### config.mk
export PLATFORM = sky130hd
export DESIGN_NAME = dir_lp_entry
export DESIGN_NICKNAME = d
export VERILOG_FILES = /design/src/rtl/dir_lp_pkg.sv /design/src/rtl/dir_first_set.sv /design/src/rtl/dir_ptr_match.sv /design/src/rtl/dir_group_map.sv /design/src/rtl/dir_lp_entry.sv
export SDC_FILE = /design/constraint.sdc
export NUM_CORES = 1
export LEC_CHECK = 0
export BUFFER_PORTS_ARGS = -buffer_cell sky130_fd_sc_hd__buf_4
export CAP_MARGIN = 20
export CORE_MARGIN = 2
export CORE_UTILIZATION = 40
export DETAILED_ROUTE_END_ITERATION = 7
export PLACE_DENSITY = 0.56
export SETUP_SLACK_MARGIN = 0.5
export SLEW_MARGIN = 20
export SYNTH_ARGS = -nofsm -noshare
export SYNTH_HDL_FRONTEND = slang
export SYNTH_SLANG_ARGS = --single-unit
### constraint.sdc
create_clock -name clk -period 4 [get_ports clk]
set_input_delay 0 -clock clk [delete_from_list [all_inputs] [get_ports clk]]
set_output_delay 0 -clock clk [all_outputs]
set_load 0.02 [all_outputs]
### src/rtl/dir_lp_pkg.sv
package dir_lp_pkg;
  typedef enum logic [1:0] {
    OP_ADD    = 2'd0,
    OP_REMOVE = 2'd1,
    OP_WRITE  = 2'd2,
    OP_IDLE   = 2'd3
  } dir_op_e;

  typedef enum logic [1:0] {
    KIND_NODE  = 2'd0,
    KIND_GROUP = 2'd1,
    KIND_ALL   = 2'd2
  } inv_kind_e;

  typedef enum logic [1:0] {
    MODE_PTR    = 2'd0,
    MODE_BCAST  = 2'd1,
    MODE_COARSE = 2'd2
  } ovf_mode_e;

  localparam logic [1:0] POL_EVICT  = 2'd1;
  localparam logic [1:0] POL_COARSE = 2'd2;
endpackage

### src/rtl/dir_first_set.sv
module dir_first_set #(
  parameter int W  = 4,
  parameter int IW = 2
) (
  input  logic [W-1:0]  vec,
  output logic          found,
  output logic [IW-1:0] idx
);
  always_comb begin
    idx = '0;
    for (int i = W - 1; i >= 0; i--) begin
      if (vec[i]) idx = IW'(i);
    end
  end
  assign found = |vec;
endmodule

### src/rtl/dir_ptr_match.sv
module dir_ptr_match #(
  parameter int NPTR = 4,
  parameter int IDW  = 10,
  parameter int PW   = 2
) (
  input  logic [NPTR-1:0]          vld,
  input  logic [NPTR-1:0][IDW-1:0] ids,
  input  logic [IDW-1:0]           key,
  output logic [NPTR-1:0]          eq,
  output logic                     hit,
  output logic [PW-1:0]            hit_idx,
  output logic                     has_free,
  output logic [PW-1:0]            free_idx
);
  for (genvar i = 0; i < NPTR; i++) begin : g_cmp
    assign eq[i] = vld[i] && (ids[i] == key);
  end

  dir_first_set #(.W(NPTR), .IW(PW)) u_hit (
    .vec(eq), .found(hit), .idx(hit_idx)
  );

  dir_first_set #(.W(NPTR), .IW(PW)) u_free (
    .vec(~vld), .found(has_free), .idx(free_idx)
  );
endmodule

### src/rtl/dir_group_map.sv
module dir_group_map #(
  parameter int NPTR = 4,
  parameter int NGRP = 16,
  parameter int GW   = 4
) (
  input  logic [NPTR-1:0]         vld,
  input  logic [NPTR-1:0][GW-1:0] grp_ix,
  input  logic [GW-1:0]           key_ix,
  output logic [NGRP-1:0]         ptr_mask,
  output logic [NGRP-1:0]         key_mask
);
  always_comb begin
    ptr_mask = '0;
    for (int i = 0; i < NPTR; i++) begin
      if (vld[i]) ptr_mask[grp_ix[i]] = 1'b1;
    end
  end

  for (genvar g = 0; g < NGRP; g++) begin : g_key
    assign key_mask[g] = (key_ix == GW'(g));
  end
endmodule

### src/rtl/dir_lp_entry.sv
module dir_lp_entry
  import dir_lp_pkg::*;
#(
  parameter int NODES = 1024,
  parameter int NPTR  = 4,
  parameter int GROUP = 64,
  localparam int IDW  = $clog2(NODES)
) (
  input  logic           clk,
  input  logic           rst_n,
  input  logic [1:0]     policy,
  input  logic           cmd_valid,
  output logic           cmd_ready,
  input  logic [1:0]     cmd_op,
  input  logic [IDW-1:0] cmd_node,
  output logic           inv_valid,
  input  logic           inv_ready,
  output logic [1:0]     inv_kind,
  output logic [IDW-1:0] inv_id,
  output logic           victim_valid,
  output logic [IDW-1:0] victim_id
);
  localparam int PW   = (NPTR > 1) ? $clog2(NPTR) : 1;
  localparam int GSH  = $clog2(GROUP);
  localparam int NGRP = NODES / GROUP;
  localparam int GW   = (NGRP > 1) ? $clog2(NGRP) : 1;
  localparam int CW   = IDW + 1;
  localparam logic [CW-1:0] CMAX = '1;

  // entry state
  logic [NPTR-1:0]          ptr_v,  ptr_v_n;
  logic [NPTR-1:0][IDW-1:0] ptr_id, ptr_id_n;
  ovf_mode_e                ovf,    ovf_n;
  logic [CW-1:0]            ocnt,   ocnt_n;
  logic [NGRP-1:0]          grp,    grp_n;
  logic [PW-1:0]            rr,     rr_n;
  // pending invalidation state
  logic [NPTR-1:0]          snap_v,  snap_v_n;
  logic [NPTR-1:0][IDW-1:0] snap_id, snap_id_n;
  logic [NGRP-1:0]          gpend,   gpend_n;
  logic                     apend,   apend_n;
  logic                     vic_v,   vic_v_n;
  logic [IDW-1:0]           vic_id,  vic_id_n;

  logic [NPTR-1:0]         eq;
  logic                    hit, has_free;
  logic [PW-1:0]           hit_idx, free_idx;
  logic [NPTR-1:0][GW-1:0] ptr_gix;
  logic [NGRP-1:0]         ptr_gmask, key_gmask;
  logic                    s_found, g_found;
  logic [PW-1:0]           s_idx;
  logic [GW-1:0]           g_idx;
  logic                    pending, accept, drain;

  dir_ptr_match #(.NPTR(NPTR), .IDW(IDW), .PW(PW)) u_match (
    .vld(ptr_v), .ids(ptr_id), .key(cmd_node), .eq(eq),
    .hit(hit), .hit_idx(hit_idx), .has_free(has_free), .free_idx(free_idx)
  );

  for (genvar i = 0; i < NPTR; i++) begin : g_gix
    assign ptr_gix[i] = ptr_id[i][IDW-1:GSH];
  end

  dir_group_map #(.NPTR(NPTR), .NGRP(NGRP), .GW(GW)) u_gmap (
    .vld(ptr_v), .grp_ix(ptr_gix), .key_ix(cmd_node[IDW-1:GSH]),
    .ptr_mask(ptr_gmask), .key_mask(key_gmask)
  );

  dir_first_set #(.W(NPTR), .IW(PW)) u_snap_pick (
    .vec(snap_v), .found(s_found), .idx(s_idx)
  );

  dir_first_set #(.W(NGRP), .IW(GW)) u_grp_pick (
    .vec(gpend), .found(g_found), .idx(g_idx)
  );

  assign pending      = apend || g_found || s_found;
  assign cmd_ready    = !pending;
  assign accept       = cmd_valid && cmd_ready;
  assign inv_valid    = pending;
  assign drain        = inv_valid && inv_ready;
  assign victim_valid = vic_v;
  assign victim_id    = vic_id;

  always_comb begin
    if (apend) begin
      inv_kind = KIND_ALL;
      inv_id   = '0;
    end else if (g_found) begin
      inv_kind = KIND_GROUP;
      inv_id   = IDW'(g_idx);
    end else begin
      inv_kind = KIND_NODE;
      inv_id   = snap_id[s_idx];
    end
  end

  always_comb begin
    ptr_v_n   = ptr_v;
    ptr_id_n  = ptr_id;
    ovf_n     = ovf;
    ocnt_n    = ocnt;
    grp_n     = grp;
    rr_n      = rr;
    snap_v_n  = snap_v;
    snap_id_n = snap_id;
    gpend_n   = gpend;
    apend_n   = apend;
    vic_v_n   = 1'b0;
    vic_id_n  = vic_id;

    if (drain) begin
      if (apend)        apend_n         = 1'b0;
      else if (g_found) gpend_n[g_idx]  = 1'b0;
      else              snap_v_n[s_idx] = 1'b0;
    end

    if (accept) begin
      case (cmd_op)
        OP_ADD: begin
          if (!hit) begin
            if (has_free) begin
              ptr_v_n[free_idx]  = 1'b1;
              ptr_id_n[free_idx] = cmd_node;
              if (ovf == MODE_COARSE) grp_n = grp | key_gmask;
            end else if (ovf == MODE_BCAST) begin
              if (ocnt != CMAX) ocnt_n = ocnt + 1'b1;
            end else if (ovf == MODE_COARSE) begin
              grp_n = grp | key_gmask;
              if (ocnt != CMAX) ocnt_n = ocnt + 1'b1;
            end else if (policy == POL_EVICT) begin
              vic_v_n      = 1'b1;
              vic_id_n     = ptr_id[rr];
              ptr_id_n[rr] = cmd_node;
              rr_n         = (rr == PW'(NPTR - 1)) ? '0 : rr + 1'b1;
            end else if (policy == POL_COARSE) begin
              ovf_n  = MODE_COARSE;
              grp_n  = ptr_gmask | key_gmask;
              ocnt_n = CW'(1);
            end else begin
              ovf_n  = MODE_BCAST;
              ocnt_n = CW'(1);
            end
          end
        end
        OP_REMOVE: begin
          if (hit) ptr_v_n[hit_idx] = 1'b0;
          else if (ovf != MODE_PTR && ocnt != '0) ocnt_n = ocnt - 1'b1;
          if (ovf != MODE_PTR && ptr_v_n == '0 && ocnt_n == '0) begin
            ovf_n = MODE_PTR;
            grp_n = '0;
          end
        end
        OP_WRITE: begin
          apend_n     = (ovf == MODE_BCAST);
          gpend_n     = (ovf == MODE_COARSE) ? grp : '0;
          snap_v_n    = (ovf == MODE_PTR) ? (ptr_v & ~eq) : '0;
          snap_id_n   = ptr_id;
          ptr_v_n     = '0;
          ptr_v_n[0]  = 1'b1;
          ptr_id_n[0] = cmd_node;
          ovf_n       = MODE_PTR;
          ocnt_n      = '0;
          grp_n       = '0;
        end
        default: ;
      endcase
    end
  end

  always_ff @(posedge clk) begin
    if (!rst_n) begin
      ptr_v   <= '0;
      ptr_id  <= '0;
      ovf     <= MODE_PTR;
      ocnt    <= '0;
      grp     <= '0;
      rr      <= '0;
      snap_v  <= '0;
      snap_id <= '0;
      gpend   <= '0;
      apend   <= 1'b0;
      vic_v   <= 1'b0;
      vic_id  <= '0;
    end else begin
      ptr_v   <= ptr_v_n;
      ptr_id  <= ptr_id_n;
      ovf     <= ovf_n;
      ocnt    <= ocnt_n;
      grp     <= grp_n;
      rr      <= rr_n;
      snap_v  <= snap_v_n;
      snap_id <= snap_id_n;
      gpend   <= gpend_n;
      apend   <= apend_n;
      vic_v   <= vic_v_n;
      vic_id  <= vic_id_n;
    end
  end
endmodule

==> summary by stage <==
Outcome
The run finished with clean final reports.

Placed design
The quantity of I/O buffers inserted on ports is 42. The congestion estimate from routability-driven global placement came to just over 0.9. Once detailed placement completed, the half-perimeter wirelength came to approximately 19000 µm.

Clock network
The clock drives between 100 and 150 sinks. The number of CTS-inserted buffers is 17. The clock slew seen by the registers of the worst setup and hold paths is 0.06 ns.

Once the clock tree was built, the setup fixing pass inserted 0 buffers. Clock latency on the worst-skew pair, taken at its later pin, is approximately 0.43 ns. In this run the number of H-tree levels came out at 4. The deepest clock path buffer count is 2. TritonCTS built the clock tree. The root buffer selected by CTS is sky130_fd_sc_hd__clkbuf_16.

Synth
Synthesis handed over a netlist of 1061 instances. After synthesis, the most frequently instantiated cells are sky130_fd_sc_hd__dfxtp_1, sky130_fd_sc_hd__nand2_1, sky130_fd_sc_hd__nor2_1. By area the synthesized netlist is led by sky130_fd_sc_hd__dfxtp_1, sky130_fd_sc_hd__mux2i_1, sky130_fd_sc_hd__nand2_1, sky130_fd_sc_hd__a21oi_1, sky130_fd_sc_hd__nor2_1. The share of async-settable or async-resettable flops after synthesis is 0%. The cell area that synthesis handed to floorplanning was 8430 µm². The commonest register cell after synthesis is sky130_fd_sc_hd__dfxtp_1. The count of different cell masters after synthesis is between 60 and 70. Summing the sequential cell areas from Yosys gives 34.9% of the chip area. The synthesized design spends more area on one cell type than any other, namely sky130_fd_sc_hd__dfxtp_1. In this run, synthesis produced a sequential element count of between 100 and 150. The number of flops mapped to enable cells by yosys is 0. The leading cell type by number of instances after synthesis is sky130_fd_sc_hd__dfxtp_1. Counting every net in the synthesized netlist gives between 1000 and 1500. Dividing the synthesized area by the synthesized cell count gives around 7.9 µm².

The portion of synthesized cell area occupied by the leading cell type is between 30% and 40%. The number of warnings printed during yosys synthesis is 0.

Die
In this run the standard cell core region covers 20800 µm². For this design the top-level I/O count stands at 43. In this run the core area contains 53 standard-cell rows.

The area of the die is around 22000 µm². Once the floorplan was initialized, standard cells occupied between 40% and 50% of the core. The floorplan step set the die width to 149 µm. The floorplan die height is around 150 µm.

Hold path
The path class of the tightest hold or removal check is input port to flip-flop.

STA
The final number of hold-violating endpoints came to 0. The final worst clock skew is around 0.010 ns. Measured against its own limit, the worst slew margin works out to between 30% and 40%. Setup repair after global routing left no endpoint under its margin. The pin slew with the least headroom to its limit is around 0.92 ns.

Summed over all failing endpoints, the final setup total negative slack is 0 ns. The count of pins over their slew limit is 0. The worst path in the final design needs a cycle of around 3.3 ns, including I/O delays and setup.

After layout, the worst path uses 82.9% of the clock period. The upper clock frequency limit is around 300 MHz. The setup-violating endpoint count in the final report is 0.

Global route
Global routing finished with a remaining overflow of 0. The number of antenna violations at the first check in global routing is 0. The global router's overall resource usage is approximately a quarter. The first-pass GRT wire length is 42500 µm. The largest net degree at the start of global routing is 88.

The number of global-route vias before repair is 7516.

Power
In this run the power density over the cells is about 360 nW/µm². Summed over all nets, the switching power comes to 0.894 mW. The reported leakage power is ~3.6 nW.

The internal portion of total power is about 2.6 mW. The share of power burned in registers is about 42%. In this run, the combinational gates consume 8.1% of the power. VDD sags by at most 0.323 mV.

The clock network is responsible for 49.6% of the overall power. In this run switching power makes up about a quarter of total power.

Route
For this block, the initial DRC count from the detailed router was roughly 690. The detail route stage leaves a number of antenna-violating nets equal to 0. The number of search-and-repair iterations in the first detailed-routing pass is 6. The via count of the routed design is roughly 8000. For this block, the routed nets add up to about 27000 µm of wire. Dividing the detail-routed via count by the number of cells gives a little under 6. After detailed routing, the average wire length per cell comes to approximately 20 µm.

In the routed design, unresolved DRC markers number 0.

Worst setup path
The critical path start-end classification is flip-flop to flip-flop. The endpoint type of the worst setup path is a flip-flop. The category of the worst setup path launch point is a flip-flop.

The data arrival at the endpoint of the critical path is between 3 and 4 ns. Along the worst path, the maximum fanout reaches 16. Data on the critical path is required at its endpoint by between 4 and 5 ns.

Finish
0 antenna diodes ended up in the layout. The fraction of layout instances using a drive strength above 1 is 12.4%. The filler cell count is about 2100. The area growth from synthesis to layout is 14.9%. After the last flow step, the layout net total stands at roughly 1100.

Registers take just under 3000 µm². The multi-input combinational cell area is 5070 µm². The end-of-flow core utilization is a little under half.

Flow run
The count of maximum capacitance violations is 0.
per-stage QoR:
step / setup WS (ns) / area [µm²] / hold WS, ns / power, mW / instances
6_report: 0.684 / 9690 / 0.0148 / 3.53 / 1360
5_1_grt: 0.509 / 9690 / 0.0126 / 3.65 / 1360
4_1_cts: 0.511 / 9670 / 0.00261 / 3.54 / 1360
3_5_place_dp: 0.512 / 8910 / 0.338 / 1.80 / 1316
3_3_place_gp: 0.606 / 8910 / 0.331 / 1.80 / 1316
2_1_floorplan: 0.934 / 8430 / 0.157 / 1.71 / 1061
layer usage:
| metal | part of all wire [%] | vias to the layer above | GRT usage (%) | wire length (µm) |
|---|---|---|---|---|
| met1 | 46 | 3843 | 33.8 | 12200 |
| met5 | 0 | - | 0 | 0 |
| met2 | 47 | 294 | 40.4 | 12700 |
| li1 | - | 3826 | - | - |
| met4 | 1.8 | 0 | 7.33 | 487 |
| met3 | 5.3 | 35 | 3.33 | 1440 |
what timing repair did:
item,in CTS,in global routing
setup endpoints to repair,0,16
endpoints found under the hold margin,41,0
hold buffers,12,0
gates resized for setup,0,7
worst max-delay path, cell delays in order, from the launching register on:
cell	delay [ns]
sky130_fd_sc_hd__dfxtp_1	0.36
sky130_fd_sc_hd__xor2_1	0.20
sky130_fd_sc_hd__nor4_2	0.35
sky130_fd_sc_hd__or3b_4	0.47
sky130_fd_sc_hd__o2111ai_4	0.23
sky130_fd_sc_hd__a21oi_2	0.04
sky130_fd_sc_hd__o32a_1	0.31
sky130_fd_sc_hd__o41a_1	0.48
sky130_fd_sc_hd__o31a_2	0.49
sky130_fd_sc_hd__a22o_1	0.27
power groups by stage:
stage          combinational [mW]  sequential, mW  clock (mW)
2_1_floorplan               0.190            1.52           0
3_3_place_gp                0.270            1.53           0
3_5_place_dp                0.270            1.53           0
4_1_cts                     0.281            1.49        1.77
5_1_grt                     0.309            1.50        1.85
6_report                    0.285            1.49        1.75
path summary, 6_finish.rpt:
path	startpoint	end	slack, ns	cells after the start
setup / recovery	ptr_id[33]	grp[6]	0.68	9
hold reg to reg	snap_id[14]	snap_id[14]	0.45	2
setup reg to reg	ptr_id[33]	grp[6]	0.68	9
hold / removal	cmd_node[8]	ptr_gix[2]	0.01	3
layout make-up:
| class | instances | share of cell area (%) |
|---|---|---|
| Tap cell | 275 | 3.55 |
| Sequential cell | 147 | 30.4 |
| Clock buffer | 20 | 4.51 |
| Inverter | 23 | 0.904 |
| Timing Repair Buffer | 77 | 6.28 |
| Clock inverter | 12 | 2.02 |
| Multi-Input combinational cell | 806 | 52.3 |
registers in the layout, indices dropped and copies added (netlist names):
register	cells
victim_id	10
ocnt	11
snap_id	40
grp	16
rr	2
victim_valid	1
snap_v	4
ptr_v	4
ovf	2
ptr_gix	16
gpend	16
ptr_id	24
apend	1
layout by cell type, fill, tap and decap left out, drive strengths merged, types with 5 or more instances in the layout:
cell type and instances:
a211oi 7, a21oi 88, a222oi 6, a22o 16, a31oi 6, and2 7
and3 6, buf 65, clkbuf 20, dfxtp 147, dlygate4sd3 12, ha 13
inv 27, mux2 6, mux2i 58, mux4 10, nand2 144, nand2b 16
nand3 17, nand3b 9, nand4 10, nor2 108, nor2b 5, nor3 42
nor4 17, o21ai 56, o21bai 6, o22ai 27, o31ai 8, o32ai 9
or3 9, xnor2 12, xor2 33
cells by family (layout without fill, tap and decap cells):
kind of cell    count (synthesis)  after routing  synth area share [%]
mux                            74             74                  10.4
xor+xnor                       45             45                  4.68
compound gates                268            268                  20.5
fa+ha+maj                      13             13                  1.93
flops                         147            147                  34.9
simple gates                  406            406                  22.4
buf+inv                       108            132                  5.24
Note: power is estimated with default switching activity, not from simulation.
